<file path="src/rtl/tsrPkg.sv">
package tsrPkg;
  typedef struct packed {
    logic capture;
    logic restore;
  } tsrStrobes_t;
endpackage

</file>
<file path="src/rtl/tsrDatapath.sv">
module tsrDatapath
  import tsrPkg::*;
#(
  parameter int DATA_W = 32
) (
  input  logic              clk,
  input  logic              rstN,
  input  logic [DATA_W-1:0] inData,
  input  logic [DATA_W-1:0] lateData,
  input  tsrStrobes_t       strobes,
  output logic [DATA_W-1:0] outData,
  output logic              anyMismatch
);
  logic [DATA_W-1:0] mainQ;
  logic [DATA_W-1:0] shadowQ;
  logic [DATA_W-1:0] bitErr;

  always_ff @(posedge clk) begin
    if (!rstN) begin
      mainQ   <= '0;
      shadowQ <= '0;
    end else if (strobes.restore) begin
      mainQ   <= shadowQ;
    end else if (strobes.capture) begin
      mainQ   <= inData;
      shadowQ <= lateData;
    end
  end

  for (genvar g = 0; g < DATA_W; g++) begin : gBitCmp
    assign bitErr[g] = mainQ[g] ^ shadowQ[g];
  end

  assign anyMismatch = |bitErr;
  assign outData     = mainQ;

  // After a restore the corrected main copy agrees with its shadow.
  assert_restore_clean_R4: assert property (@(posedge clk) disable iff (!rstN)
    strobes.restore |=> !anyMismatch);
endmodule

</file>
<file path="src/rtl/tsrControl.sv">
module tsrControl
  import tsrPkg::*;
#(
  parameter int ERR_CNT_W = 16
) (
  input  logic                 clk,
  input  logic                 rstN,
  input  logic                 inValid,
  input  logic                 anyMismatch,
  output tsrStrobes_t          strobes,
  output logic                 outValid,
  output logic                 errFlag,
  output logic                 flushReq,
  output logic [ERR_CNT_W-1:0] errCount
);
  localparam logic [ERR_CNT_W-1:0] CNT_MAX = '1;

  logic                 stageValid;
  logic                 errStab;
  logic [ERR_CNT_W-1:0] cnt;
  logic                 detect;

  assign detect          = stageValid & anyMismatch;
  assign strobes.restore = detect;
  assign strobes.capture = ~detect;

  always_ff @(posedge clk) begin
    if (!rstN) begin
      stageValid <= 1'b0;
      errStab    <= 1'b0;
      cnt        <= '0;
    end else begin
      stageValid <= detect ? 1'b1 : inValid;
      errStab    <= detect;
      if (detect && cnt != CNT_MAX) cnt <= cnt + 1'b1;
    end
  end

  assign outValid = stageValid & ~detect;
  assign errFlag  = errStab;
  assign flushReq = errStab;
  assign errCount = cnt;

  assert_pulse_once_R5: assert property (@(posedge clk) disable iff (!rstN)
    errFlag |=> !errFlag);
  assert_corrected_valid_R4: assert property (@(posedge clk) disable iff (!rstN)
    errFlag |-> outValid);
  assert_empty_ignored_R6: assert property (@(posedge clk) disable iff (!rstN)
    (!inValid && !detect) |=> (!outValid && !detect));
  assert_count_monotonic_R8: assert property (@(posedge clk) disable iff (!rstN)
    1'b1 |=> errCount >= $past(errCount));
  assert_count_saturate_R8: assert property (@(posedge clk) disable iff (!rstN)
    (errCount == CNT_MAX) |=> (errCount == CNT_MAX));
endmodule

</file>
<file path="src/rtl/tsrStage.sv">
module tsrStage
  import tsrPkg::*;
#(
  parameter int DATA_W    = 32,
  parameter int ERR_CNT_W = 16
) (
  input  logic                 clk,
  input  logic                 rstN,
  input  logic [DATA_W-1:0]    inData,
  input  logic                 inValid,
  input  logic [DATA_W-1:0]    lateData,
  output logic [DATA_W-1:0]    outData,
  output logic                 outValid,
  output logic                 errFlag,
  output logic                 flushReq,
  output logic [ERR_CNT_W-1:0] errCount
);
  tsrStrobes_t strobes;
  logic        anyMismatch;

  tsrDatapath #(.DATA_W(DATA_W)) uData (
    .clk(clk), .rstN(rstN), .inData(inData), .lateData(lateData),
    .strobes(strobes), .outData(outData), .anyMismatch(anyMismatch)
  );

  tsrControl #(.ERR_CNT_W(ERR_CNT_W)) uCtrl (
    .clk(clk), .rstN(rstN), .inValid(inValid), .anyMismatch(anyMismatch),
    .strobes(strobes), .outValid(outValid), .errFlag(errFlag),
    .flushReq(flushReq), .errCount(errCount)
  );
endmodule

</file>
<file path="config.mk">
export PLATFORM = sky130hd
export DESIGN_NAME = tsrStage
export DESIGN_NICKNAME = d
export VERILOG_FILES = /design/src/rtl/tsrPkg.sv /design/src/rtl/tsrDatapath.sv /design/src/rtl/tsrControl.sv /design/src/rtl/tsrStage.sv
export SDC_FILE = /design/constraint.sdc
export NUM_CORES = 1
export LEC_CHECK = 0
export BUFFER_PORTS_ARGS = -buffer_cell sky130_fd_sc_hd__buf_2
export CAP_MARGIN = 20
export CORE_ASPECT_RATIO = 1.1
export CORE_UTILIZATION = 45
export CTS_BUF_LIST = sky130_fd_sc_hd__clkbuf_8
export DETAILED_ROUTE_END_ITERATION = 7
export GPL_TIMING_DRIVEN = 0
export PLACE_DENSITY_LB_ADDON = 0.12
export SETUP_SLACK_MARGIN = 0.2
export SLEW_MARGIN = 20
export SYNTH_ARGS = -nofsm -noshare
export SYNTH_HDL_FRONTEND = slang
export SYNTH_SLANG_ARGS = --single-unit
</file>
<file path="constraint.sdc">
create_clock -name clk -period 2.2 [get_ports clk]
set_input_delay 0.11 -clock clk [delete_from_list [all_inputs] [get_ports clk]]
set_output_delay 0.11 -clock clk [all_outputs]
set_load 0.05 [all_outputs]
</file>
# Yosys cells after proc, flatten, opt, wreduce, memory -nomap -nowiden
# Index checks and enable logic that the tools add are counted.
dict set report totals {
  ff_bits 82
  output_inout_bits 51
}
dict set report op_classes {
  n_addsub 1
  n_eq_ne 1
  mux 2
  bitwise 35
  reduce_logical 2
}
# op n
set op_table {}
lappend op_table {{2-to-1 mux 32 bit} 1}
lappend op_table {{OR reduction 32 bit} 1}
lappend op_table {{XOR 1 bit} 32}
lappend op_table {{adder 16 x 1 -> 16 bit, second input constant} 1}
lappend op_table {{inequality test 16 bit, second input constant} 1}
lappend op_table {{AND 1 bit} 2}
lappend op_table {{logical AND 1 bit} 1}
lappend op_table {{2-to-1 mux 1 bit} 1}
lappend op_table {{NOT 1 bit} 1}

# Logic depth before layout (Yosys ltp)
# Gate-level depths: netlist (run 1).
dict set report logic_depth {
  word_depth 5
  ltp_mapped 8
  mapped_depth_nobuf 6
}

# Cells and area by module
# A second synthesis (run 1) with hierarchy kept.
dict set report unflattened {
  cells_unflattened 468
  hier_area_um2 4077.7
}
# mod n_inst cells_each area_each_um2
set by_module_without_submodules {}
lappend by_module_without_submodules {tsrDatapath 1 358 3121.7}
lappend by_module_without_submodules {tsrControl 1 110 955.9}

# Least setup slack after synthesis (run 1)
# OpenSTA, ideal clock, no wires.
dict set report synth_path {
  kind {reg2reg}
  from {reg uCtrl.cnt[0], in the netlist uCtrl.errCount[0]}
  to {reg uCtrl.cnt[14], in the netlist uCtrl.errCount[14]}
  arrival_time_ns 2.245
  required_time_ns 2.129
  path_slack_ns -0.116
  stages_incl_launch_ff 7
  n_path_buf 0
  cell_sequence {dfxtp_1 -> ha_1 -> nand3_1 -> nor2_1 -> nand3_1 -> or4b_2 -> a21oi_1}
}
dict set report synth_between {
  elab_chain_len 2
}
# element line_no
set synth_lines {}
lappend synth_lines {{start: declaration} tsrControl.sv:20} ;# logic [ERR_CNT_W-1:0] cnt;
lappend synth_lines {{start signal: assignment} tsrControl.sv:35} ;# if (detect && cnt != CNT_MAX) cnt <= cnt + 1'b1;
lappend synth_lines {{branches (longest 2 deep; another with adder 16 x 1 -> 16 bit)} -}
# Parallel ways; which one is timed is not known.
# A chain may end at the register's enable or synchronous reset.

# Worst setup path in the final report (run 1)
dict set report layout_path {
  from {reg uData.shadowQ[4]}
  to {reg uData.shadowQ[2]}
}
dict set report layout_between {
  elab_chain_len 3
}
# element line_no
set layout_lines {}
lappend layout_lines {{start: declaration} tsrDatapath.sv:15} ;# logic [DATA_W-1:0] shadowQ;
lappend layout_lines {{start signal: assignment} tsrDatapath.sv:26} ;# shadowQ <= lateData;
lappend layout_lines {{XOR 1 bit} tsrDatapath.sv:31} ;# assign bitErr[g] = mainQ[g] ^ shadowQ[g];
lappend layout_lines {{OR reduction 32 bit} tsrDatapath.sv:34} ;# assign anyMismatch = |bitErr;
lappend layout_lines {{AND 1 bit} tsrControl.sv:23} ;# assign detect = stageValid & anyMismatch;
# No other way between the ends.

==> results of run 1 <==
## layer usage
layer,vias up,wire (um),GRT usage
met3,30,451,0.05182
li1,1534,-,-
met1,1583,4311,0.2798
met5,-,0,0
met2,120,5819,0.4658
met4,0,321,0.1379
## metrics by stage
stage,worst slack (ps),setup TNS (ps)
floorplan,190.3,0
global placement,-198.3,-12090
detailed placement,-236.3,-13890
CTS,122.8,0
global route,-7.617,-7.617
finish,68.62,0
## worst paths after layout
path              cells past startpoint                      startpoint                               to
setup / recovery                     10   uData.shadowQ[4]$_SDFFE_PN0N_    uData.shadowQ[2]$_SDFFE_PN0N_
hold / removal                        3                            rstN  uCtrl.errCount[11]$_SDFFE_PN0P_
setup reg to reg                     10   uData.shadowQ[4]$_SDFFE_PN0N_    uData.shadowQ[2]$_SDFFE_PN0N_
hold reg to reg                       2  uCtrl.errCount[7]$_SDFFE_PN0P_   uCtrl.errCount[7]$_SDFFE_PN0P_
## flip-flops by register name (all words and copies together), names as in the netlist
| register | count |
|---|---|
| uCtrl.stageValid | 1 |
| uData.shadowQ | 32 |
| uCtrl.errCount | 16 |
| uCtrl.errFlag | 1 |
| uData.outData | 32 |
## logic make-up (layout without fill, tap and decap cells)
logic type	count (synthesis)	in the layout	synth area share
multiplexers	8	8	0.02459
AO/OA/AOI/OAI	83	83	0.2098
adder cells (fa/ha/maj)	1	1	0.003841
buffers and inverters	22	243	0.05609
AND/OR/NAND/NOR	67	67	0.1156
XOR/XNOR	32	32	0.08605
flip-flops	82	82	0.5040
## Yosys cell counts, types with 2 or more instances
cell | number | area (sq um)
sky130_fd_sc_hd__dfxtp_1 | 82 | 1642
sky130_fd_sc_hd__nand2b_1 | 7 | 43.79
sky130_fd_sc_hd__o31ai_1 | 3 | 22.52
sky130_fd_sc_hd__a21oi_1 | 7 | 35.03
sky130_fd_sc_hd__or3_1 | 2 | 12.51
sky130_fd_sc_hd__mux2i_1 | 8 | 80.08
sky130_fd_sc_hd__clkbuf_1 | 2 | 7.510
sky130_fd_sc_hd__buf_2 | 2 | 10.01
sky130_fd_sc_hd__buf_6 | 12 | 135.1
sky130_fd_sc_hd__and2_1 | 2 | 12.51
sky130_fd_sc_hd__inv_1 | 3 | 11.26
sky130_fd_sc_hd__nand4_1 | 9 | 56.30
sky130_fd_sc_hd__xor2_1 | 32 | 280.3
sky130_fd_sc_hd__a22o_1 | 64 | 560.5
sky130_fd_sc_hd__nand2_1 | 14 | 52.55
sky130_fd_sc_hd__nand3_1 | 5 | 25.02
sky130_fd_sc_hd__o211ai_1 | 2 | 15.01
sky130_fd_sc_hd__nor4_1 | 11 | 68.82
sky130_fd_sc_hd__buf_4 | 2 | 15.01
sky130_fd_sc_hd__nor2_1 | 7 | 26.28
sky130_fd_sc_hd__or4_1 | 5 | 37.54
sky130_fd_sc_hd__o21ai_0 | 3 | 15.01
## worst register-to-register path, delay by kind of cell (launching register included)
family	cells	cell delay, ps
buf+inv	4	540
simple gates	3	530
compound gates	2	440
flops	1	340
xor+xnor	1	190
## power breakdown
part / total (mW) / internal [mW] / switching, mW
clock network: 1.07 / 0.515 / 0.554
registers: 1.67 / 1.59 / 0.0893
logic: 0.778 / 0.371 / 0.406
## timing repair
item	in CTS	in global routing
hold endpoints to repair	65	0
hold buffers	65	0
gates cloned	0	8
gates resized for setup	24	60
setup endpoints to repair	83	79
buffers inserted	11	4
pin swaps	11	24
## cell type report
cell class | count | area [sq um]
sequential | 82 | 1729
fill | 443 | 1558
clock buffer | 9 | 123.9
inverter | 4 | 15.01
tap | 85 | 106.4
multi-input combinational | 191 | 1650
buffer | 18 | 210.2
clock inverter | 7 | 63.81
timing repair buffer | 205 | 1550
==> results summary, run 1 <==
The cell sitting at the root of the clock tree is a sky130_fd_sc_hd__clkbuf_8. The residual antenna-violating net count after detailed routing is 0. The remaining design rule violation count is 0.

The number of nets in the layout is about 580. The highest clock frequency the design can meet is roughly 470 MHz. The net count after synthesis is between 300 and 400. The final-report hold violation count came out at 0. The slew at the pin closest to its max-slew limit came out at approximately 520 ps. The endpoint class of the critical path is a flop. In this run the worst hold path is classified as in -> reg.

The largest single stage delay on the critical path is about 340 ps. 0 antenna diodes ended up in the layout. The H-tree depth reported by CTS came out at 3.

The buffer levels on the longest clock path came out at 2. The starting density of the core came out at 0.4648. The arrival time of the worst setup path came out at roughly 2400 ps.

Setup repair after global routing could not meet its margin everywhere. The reg2reg setup slack is between 60 and 70 ps. The number of buffer and inverter stages on the critical path is 4.

The first-pass GRT wire length is 15.22 mm. After the first detailed-routing iteration, the DRC count stood at between 100 and 150. CTS saw 82 sinks. The cell area after layout is 5449 sq um. The worst-case IR drop observed on VDD is roughly 0.5 mV.

The total power came out at 3.521 mW. The total CTS buffers came out at 9. The total number of yosys warnings came out at 0. The synthesized flop and latch total is 82. The utilization of the core after routing came out at 0.7777. The startpoint kind of the worst setup timing path is a flop. The leakage power is roughly 2.5 nW. The total congestion overflow came out at 0.

The number of iterations in the first detailed-routing pass came out at 4. The filler-free cell count of the finished design came out at about 600. The height of the chip came out at 91.23 um. The area of the die is between 7000 and 8000 sq um.

The critical-path maximum fanout is 6. Leaving out fill and tap cells, the most frequent cell in the layout is sky130_fd_sc_hd__buf_2. The run finished with clean final reports. The data required time of the worst path is around 2500 ps.

The total count of max-transition violations in the final report is 0. In the final layout, the share of cells above drive strength 1 is 0.5039. The detailed-placement wirelength estimate came out at about 6 mm. The class of the most critical setup path is reg -> reg.

The width of the chip is ~83 um. The cell with the largest stage delay on the worst path is sky130_fd_sc_hd__dfxtp_2. The via count of the routed design is between 3k and 4k. Synthesis produced a netlist whose cell count is between 200 and 300. The overall fraction of global-route tracks in use is 0.2571. The cell seen most often among critical-path stages is sky130_fd_sc_hd__buf_6. For this run, the leading register cell type out of synthesis is sky130_fd_sc_hd__dfxtp_1.

Of the available clock period, the critical path in the final layout requires 0.9688. The kind of cell with the highest combined delay on the critical path is buffers and inverters. Pin placement for this block handled about 120 I/O pins.

Compared with the post-synthesis result, the final layout area differs by 67.31%. The maximum number of pins on one net before global-route repair came out at 15. Traced cell by cell, the critical path runs through xor2_2, nor4_4, nand4_1, buf_6, o21ai_4, nor2_4, buf_6, buf_6, buf_6, a22o_1. The clock slew seen by the registers of the worst setup and hold paths is 90 ps. The shortest clock period the worst path allows after layout came out at about 2100 ps.

Across the run, the number of max-cap violations was 0. In this run the tool buffered the top-level ports with 117 buffer cells. The average vias per placed instance is between 5 and 6. The worst clock skew on the final layout is between 9 and 10 ps. Yosys mapped a number of flops with a built-in enable equal to 0. The number of different library cells used by synthesis comes to 33. The sequential cell area fraction in the yosys report is 0.5040. Setup violations remaining at the end of the flow were counted as 0. The final wirelength came out at between 10 and 15 mm.

The worst slew margin relative to its limit came out at 0.6509. The average cell area after synthesis is about 11 sq um. The number of global-route vias before repair came out at around 3.1k. The power per standard cell area came out at around 650 nW/um^2. The post-detailed-route wirelength per cell is about 18 um. The later-pin clock latency in the skew report came out at around 350 ps. The proportion of synthesized flip-flops having asynchronous set or reset came out at 0. The area of placed instances came out at approximately 4000 sq um. Leaving out fill and tap cells, the most frequent cells in the layout are sky130_fd_sc_hd__buf_2, sky130_fd_sc_hd__dlygate4sd3_1, sky130_fd_sc_hd__a22o_1.

The number of antenna violations at the first check in global routing is 0. The CTS tree is built. The number of placed instances, taps included is between 400 and 500. The worst hold slack across all endpoints came out at ~200 ps. The number of cell rows came out at 32. The area of the core is ~7000 sq um. Summing every instance area after synthesis gives roughly 3300 sq um. The routability-driven placement congestion ratio came out at a little under 0.8.
(Power assumes the default switching activity.)
==> run 2: changes to the inputs <==
--- a/config.mk
+++ b/config.mk
@@ -9,7 +9,6 @@
 export CAP_MARGIN = 20
 export CORE_ASPECT_RATIO = 1.1
 export CORE_UTILIZATION = 45
-export CTS_BUF_LIST = sky130_fd_sc_hd__clkbuf_8
 export DETAILED_ROUTE_END_ITERATION = 7
 export GPL_TIMING_DRIVEN = 0
 export PLACE_DENSITY_LB_ADDON = 0.12
==> results summary, run 2 (synthesis results as in run 1) <==
The root buffer cell chosen for the clock tree is sky130_fd_sc_hd__clkbuf_8. The accumulated negative setup slack is 0 ps (unchanged). The max-cap violation count came to 0 (unchanged). The flow ran to the end, and the final reports show no timing, DRC or antenna violations. The overall fraction of global-route tracks in use is 0.2571 (unchanged). The number of iterations in the first detailed-routing pass is 5 (+1). The number of nets in the layout is 579 (unchanged). The area of the core came out at 7007 sq um (unchanged). The post-detailed-route wirelength per cell came out at 18.10 um (-0.23%). The final-report hold violation count is 0 (unchanged). The total CTS buffers came to 9 (unchanged). The final period utilization came out at 0.9717 (+0.002869). The highest clock frequency the design can meet came out at 467.8 MHz (-0.30%).

The H-tree depth reported by CTS is 3 (unchanged). The layout filler cell count is 443 (unchanged). The buffer levels on the longest clock path is 2 (unchanged). The residual antenna-violating net count after detailed routing is 0 (unchanged). The slowest stage of the critical path is the sky130_fd_sc_hd__dfxtp_2 cell. The largest voltage drop on the vdd net was 0.5020 mV (about the same).

The kind of cell with the highest combined delay along the critical path is buffers and inverters. By startpoint and endpoint, the worst setup path is classified as reg -> reg. The area of placed instances came out at 4004 sq um (unchanged). The I/O pin count came to 118 (unchanged). The worst clock skew on the final layout is 10.91 ps (+1.403 ps).

The number of violations reported at the end of detailed-routing iteration 0 came out at 145 (-1.4%). The utilization of the core after routing was 0.7777 (unchanged). The CTS tree is built.

The later-pin clock latency in the skew report was 350 ps (about the same). The cell seen most often among critical-path stages is sky130_fd_sc_hd__buf_6. The average vias per placed instance is 5.378 (-1.1%). The total congestion overflow is 0 (unchanged).

STA classifies the critical path endpoint as a flop. The final wirelength was 10.88 mm (-0.23%). The remaining design rule violation count is 0 (unchanged). The routability-driven placement congestion ratio is 0.7901 (unchanged). The height of the chip came out at 91.23 um (unchanged).

The first-pass GRT wire length came out at 15.22 mm (unchanged). The area growth from synthesis to final layout is 67.31% (unchanged). The startpoint kind of the worst setup timing path is a flop. The width of the chip is 83.12 um (unchanged).

The total power came out at 3.529 mW (+0.23%). The via count of the routed design is 3,232 (-1.1%). The most frequent standard cell in the layout excluding fill and tap cells is sky130_fd_sc_hd__buf_2. The arrival time of the worst setup path came out at 2390 ps (about the same). The proportion of layout cells with a drive suffix above 1 came out at 0.5039 (unchanged). The cell area after layout is 5449 sq um (unchanged). The maximum single-stage delay on the critical path came out at 340 ps (about the same).

The worst hold slack across all endpoints is 199.6 ps (+2.367 ps). The count of inserted antenna diode cells was 0 (unchanged). Leaving out fill and tap cells, the most frequent cells in the layout are sky130_fd_sc_hd__buf_2, sky130_fd_sc_hd__dlygate4sd3_1, sky130_fd_sc_hd__a22o_1. The leakage power is 2.516 nW (-0.33%).

The count of input and output buffers came out at 117 (unchanged). The number of global-route vias before repair came to 3,123 (unchanged). The number of setup violations in the final report came out at 0 (unchanged). The critical-path maximum fanout came to 6 (unchanged). The power per standard cell area came out at 647.7 nW/um^2 (+0.23%). The worst slew margin relative to its limit came out at 0.6527 (+0.001793). The clock sink count is 82 (unchanged). The total count of max-transition violations in the final report is 0 (unchanged). The data required time of the worst path is 2450 ps (about the same). The detailed-placement wirelength estimate was 5.995 mm (unchanged). The number of buffer and inverter stages on the critical path came out at 4 (unchanged). The maximum number of pins on one net before global-route repair is 15 (unchanged). The number of cell rows came to 32 (unchanged).

The clock slew seen by the registers of the worst setup and hold paths is 90 ps (about the same). The shortest clock period the worst path allows after layout came out at 2138 ps (+6.312 ps). The starting density of the core is 0.4648 (unchanged).

The number of antenna violations at the first check in global routing came out at 0 (unchanged). The area of the die was 7582 sq um (unchanged). In this run the worst hold path is classified as in -> reg.

The slew at the pin closest to its max-slew limit is 517.0 ps (-2.670 ps). The signal on the critical path passes through xor2_2, nor4_4, nand4_1, buf_6, o21ai_4, nor2_4, buf_6, buf_6, buf_6, a22o_1. Setup repair after global routing could not meet its margin everywhere.
run 2: cell types whose count changed in the layout (fill, tap and decap cells not counted), sizes merged:
cell and delta:
clkbuf +2, inv -2
run 2: final timing paths:
path | from | to | slack (ps) | cells past startpoint
max reg2reg | uData.shadowQ[4]$_SDFFE_PN0N_ | uData.shadowQ[2]$_SDFFE_PN0N_ | 60 | 10
min reg2reg | uCtrl.errCount[7]$_SDFFE_PN0P_ | uCtrl.errCount[7]$_SDFFE_PN0P_ | 480 | 2
min | rstN | uCtrl.errCount[11]$_SDFFE_PN0P_ | 200 | 3
max | uData.shadowQ[4]$_SDFFE_PN0N_ | uData.shadowQ[2]$_SDFFE_PN0N_ | 60 | 10
run 2: metrics by stage:
step / setup slack (ps) / cells
CTS: 122.5 / 589
detailed placement: -236.3 / 497
floorplan: 190.3 / 295
global route: -11.71 / 601
finish: 62.30 / 601
global placement: -198.3 / 497
run 2: area by class of cell:
class,instances,area [sq um],share of cell area
multi-input cells,191,1650,0.3029
clock inverters,5,56.30,0.01033
inverters,4,15.01,0.002755
repair buffers,205,1550,0.2845
flip-flops and latches,82,1729,0.3173
clock buffers,11,131.4,0.02411
well taps,85,106.4,0.01952
plain buffers,18,210.2,0.03858
run 2: timing repair:
item                                    4_1_cts  5_1_grt
pin swaps                                    11       24
endpoints found under the hold margin        65        0
setup buffers                                11        4
gates resized for setup                      24       60
endpoints found under the setup margin       83       79
cloned                                        0        8
hold buffers                                 65        0
run 2: routing by layer:
metal  up-vias  wire length, um  track usage  part of all wire
met3        24              522      0.05182             0.048
met5         -                0            0                 0
met2       112             5912       0.4658              0.54
met1      1560             4165       0.2798              0.38
li1       1536                -            -                 -
met4         0              279       0.1379             0.026
run 2: where the power goes:
group / internal (mW) / leakage (nW) / switching, mW / total [mW]
logic: 0.371 / 1.72 / 0.406 / 0.777
registers: 1.59 / 0.699 / 0.0887 / 1.67
clock network: 0.524 / 0.0933 / 0.554 / 1.08
total: 2.48 / 2.52 / 1.05 / 3.53
run 2: worst min-delay path: cells and delay by family:
family,cells,cell delay (ps)
AOI/OAI and AO/OA,1,60
buffers and inverters,2,320
==> run 3: changes to the inputs <==
--- a/config.mk
+++ b/config.mk
@@ -8,6 +8,7 @@
 export BUFFER_PORTS_ARGS = -buffer_cell sky130_fd_sc_hd__buf_2
 export CAP_MARGIN = 20
 export CORE_ASPECT_RATIO = 1.1
+export CORE_MARGIN = 5
 export CORE_UTILIZATION = 45
 export DETAILED_ROUTE_END_ITERATION = 7
 export GPL_TIMING_DRIVEN = 0
==> results summary, run 3 (synthesis results as in run 1) <==
The buffer levels on the longest clock path came out at 2 (unchanged). The critical-path maximum fanout is 10 (+4). TritonCTS built the clock tree. The utilization of the core after routing is 0.7512 (-0.02644). The final wirelength came out at 10.21 mm (-6.1%). The data required time of the worst path is 2480 ps (+30 ps). The clock slew seen by the registers of the worst setup and hold paths was 90 ps (about the same). The area of the core is 7047 sq um (+0.57%).

The height of the chip is 99.23 um (+8.8%). The signal on the critical path passes through xor2_2, nor4_2, nand4_1, buf_6, o21ai_4, and2_4, buf_8, buf_6, a22o_1. The critical path in this run is classified as reg -> reg.

The count of inserted antenna diode cells was 0 (unchanged). The count of input and output buffers is 117 (unchanged). The number of antenna violations at the first check in global routing is 0 (unchanged). The first-pass GRT wire length is 15.81 mm (+3.8%). The remaining design rule violation count was 0 (unchanged).

The post-detailed-route wirelength per cell came out at 17.19 um (-5.0%). The max-cap violation count was 0 (unchanged). The routability-driven placement congestion ratio is 0.8556 (+8.3%).

The depth of the worst register-to-register path was 9 (-1). The total count of max-transition violations in the final report is 0 (unchanged). The number of setup violations in the final report came out at 0 (unchanged). The type of the tightest min-delay check is in -> reg. The worst slew margin relative to its limit came to 0.6176 (-0.03517).

The final period utilization came out at 0.9595 (-0.01215). The source of the worst hold timing path is rstN. The endpoint class of the critical path is a flop. The maximum number of pins on one net before global-route repair is 14 (-1). The number of violations reported at the end of detailed-routing iteration 0 came to 149 (+2.8%). The starting density of the core is 0.4622 (-0.002641).

The H-tree depth reported by CTS is 3 (unchanged). The slew at the pin closest to its max-slew limit is 569.4 ps (+52.37 ps). The area growth from synthesis to layout is 62.54%. The final-report hold violation count came out at 0 (unchanged). The number of cell rows is 32 (unchanged). The leakage power is 2.455 nW (-2.4%). The clock sink count came to 82 (unchanged). Leaving out fill and tap cells, the most frequent cell in the layout is sky130_fd_sc_hd__buf_2. STA classifies the critical path startpoint as a flop. The average vias per placed instance is 5.387 (+0.18%). The arrival time of the worst setup path is 2390 ps (about the same). The area of placed instances is 4004 sq um (unchanged). The accumulated negative setup slack came to 0 ps (unchanged). The area of the die came out at 9041 sq um (+19%). The overall fraction of global-route tracks in use is 0.2160 (-0.04105).

The worst setup path startpoint is uData.shadowQ[29]$_SDFFE_PN0N_. The total CTS buffers came out at 9 (unchanged). The startpoint identified for the worst register-to-register timing path is uData.shadowQ[29]$_SDFFE_PN0N_. The proportion of layout cells with a drive suffix above 1 came out at 0.4695 (-0.03433). The cell area after layout is 5294 sq um (-2.8%). The shortest clock period the worst path allows after layout came out at 2111 ps (-26.73 ps). The power per standard cell area is 657.4 nW/um^2 (+1.5%). The highest clock frequency the design can meet is 473.7 MHz (+1.3%). The detailed-placement wirelength estimate was 6.401 mm (+6.8%). The tree is rooted in a sky130_fd_sc_hd__clkbuf_8.

The largest voltage drop on the vdd net came out at 0.4769 mV (-5.0%). Setup repair after global routing could not meet its margin everywhere. The worst clock skew on the final layout is 12.05 ps (+1.143 ps).

The flow ran to the end, and the final reports show no timing, DRC or antenna violations. The via count of the routed design is 3,200 (-0.99%). The later-pin clock latency in the skew report is 350 ps (about the same).

The number of iterations in the first detailed-routing pass was 4 (-1). The maximum single-stage delay on the critical path came out at 350 ps (about the same). The number of nets in the layout came out at 572 (-1.2%). By instance count, the cell type seen most on the critical path is sky130_fd_sc_hd__buf_6. The total congestion overflow came out at 0 (unchanged). The width of the chip came out at 91.12 um (+9.6%). The top cell types in the final layout, fill and taps aside, are sky130_fd_sc_hd__buf_2, sky130_fd_sc_hd__dlygate4sd3_1, sky130_fd_sc_hd__a22o_1. The total power came out at 3.480 mW (-1.4%). The residual antenna-violating net count after detailed routing is 0 (unchanged). For this design, the slowest cell found on the critical path is sky130_fd_sc_hd__dfxtp_1. The I/O pin count is 118 (unchanged). The number of global-route vias before repair is 3,226 (+3.3%). The depth of the worst hold-timing path came out at 3 (unchanged).
## run 3: changes by cell type in the layout (fill, tap and decap cells not counted), sizes merged
cell      change
clkbuf        -4
clkinvlp      -1
clkinv        +1
buf           -3
## run 3: report_power, final
group	switching (mW)	total [mW]	leakage, nW	internal, mW
clock network	0.534	1.09	0.103	0.552
registers	0.0855	1.67	0.694	1.58
logic	0.387	0.726	1.66	0.339
## run 3: worst max-delay path: cells and delay by family (launching register included)
family	cells	cell delay (ps)
buffers and inverters	3	460
AND/OR/NAND/NOR	3	690
AO/OA/AOI/OAI	2	340
flip-flops	1	350
XOR/XNOR	1	200
## run 3: timing repair
action / in CTS / in global routing
pin swaps: 6 / 16
setup endpoints to repair: 80 / 78
cloned: 1 / 3
hold buffers: 65 / 0
gates resized for setup: 18 / 48
hold endpoints to repair: 65 / 0
buffers inserted: 7 / 5
## run 3: area by class of cell
cell class,instances,area [sq um]
fill,496,1753
sequential,82,1710
clock buffer,11,141.4
clock inverter,5,53.80
inverter,4,15.01
tap,85,106.4
timing repair buffer,198,1424
buffer,18,207.7
multi-input combinational,191,1635
## run 3: metal layers
layer | routed length, um | vias to the layer above | part of all wire | track usage
met1 | 4039 | 1539 | 0.40 | 0.2429
met3 | 540 | 22 | 0.053 | 0.05522
met4 | 240 | 0 | 0.023 | 0.08691
met5 | 0 | - | 0 | 0
li1 | - | 1523 | - | -
met2 | 5392 | 116 | 0.53 | 0.3873
## run 3: final timing paths
| path | to | slack (ps) |
|---|---|---|
| hold / removal | uCtrl.errCount[12]$_SDFFE_PN0P_ | 170 |
| hold reg to reg | uCtrl.errCount[6]$_SDFFE_PN0P_ | 480 |
| setup reg to reg | uData.outData[15]$_SDFF_PN0_ | 90 |
| setup / recovery | uData.outData[15]$_SDFF_PN0_ | 90 |
## run 3: stage by stage
| stage | hold slack [ps] | instances | worst slack (ps) |
|---|---|---|---|
| 3_3_place_gp | 318.9 | 497 | -148.4 |
| 5_1_grt | 168.3 | 594 | 3.184 |
| 3_5_place_dp | 322.2 | 497 | -197.0 |
| 6_report | 169.8 | 594 | 89.03 |
| 2_1_floorplan | 235.4 | 295 | 190.3 |
| 4_1_cts | 133.7 | 586 | 118.7 |
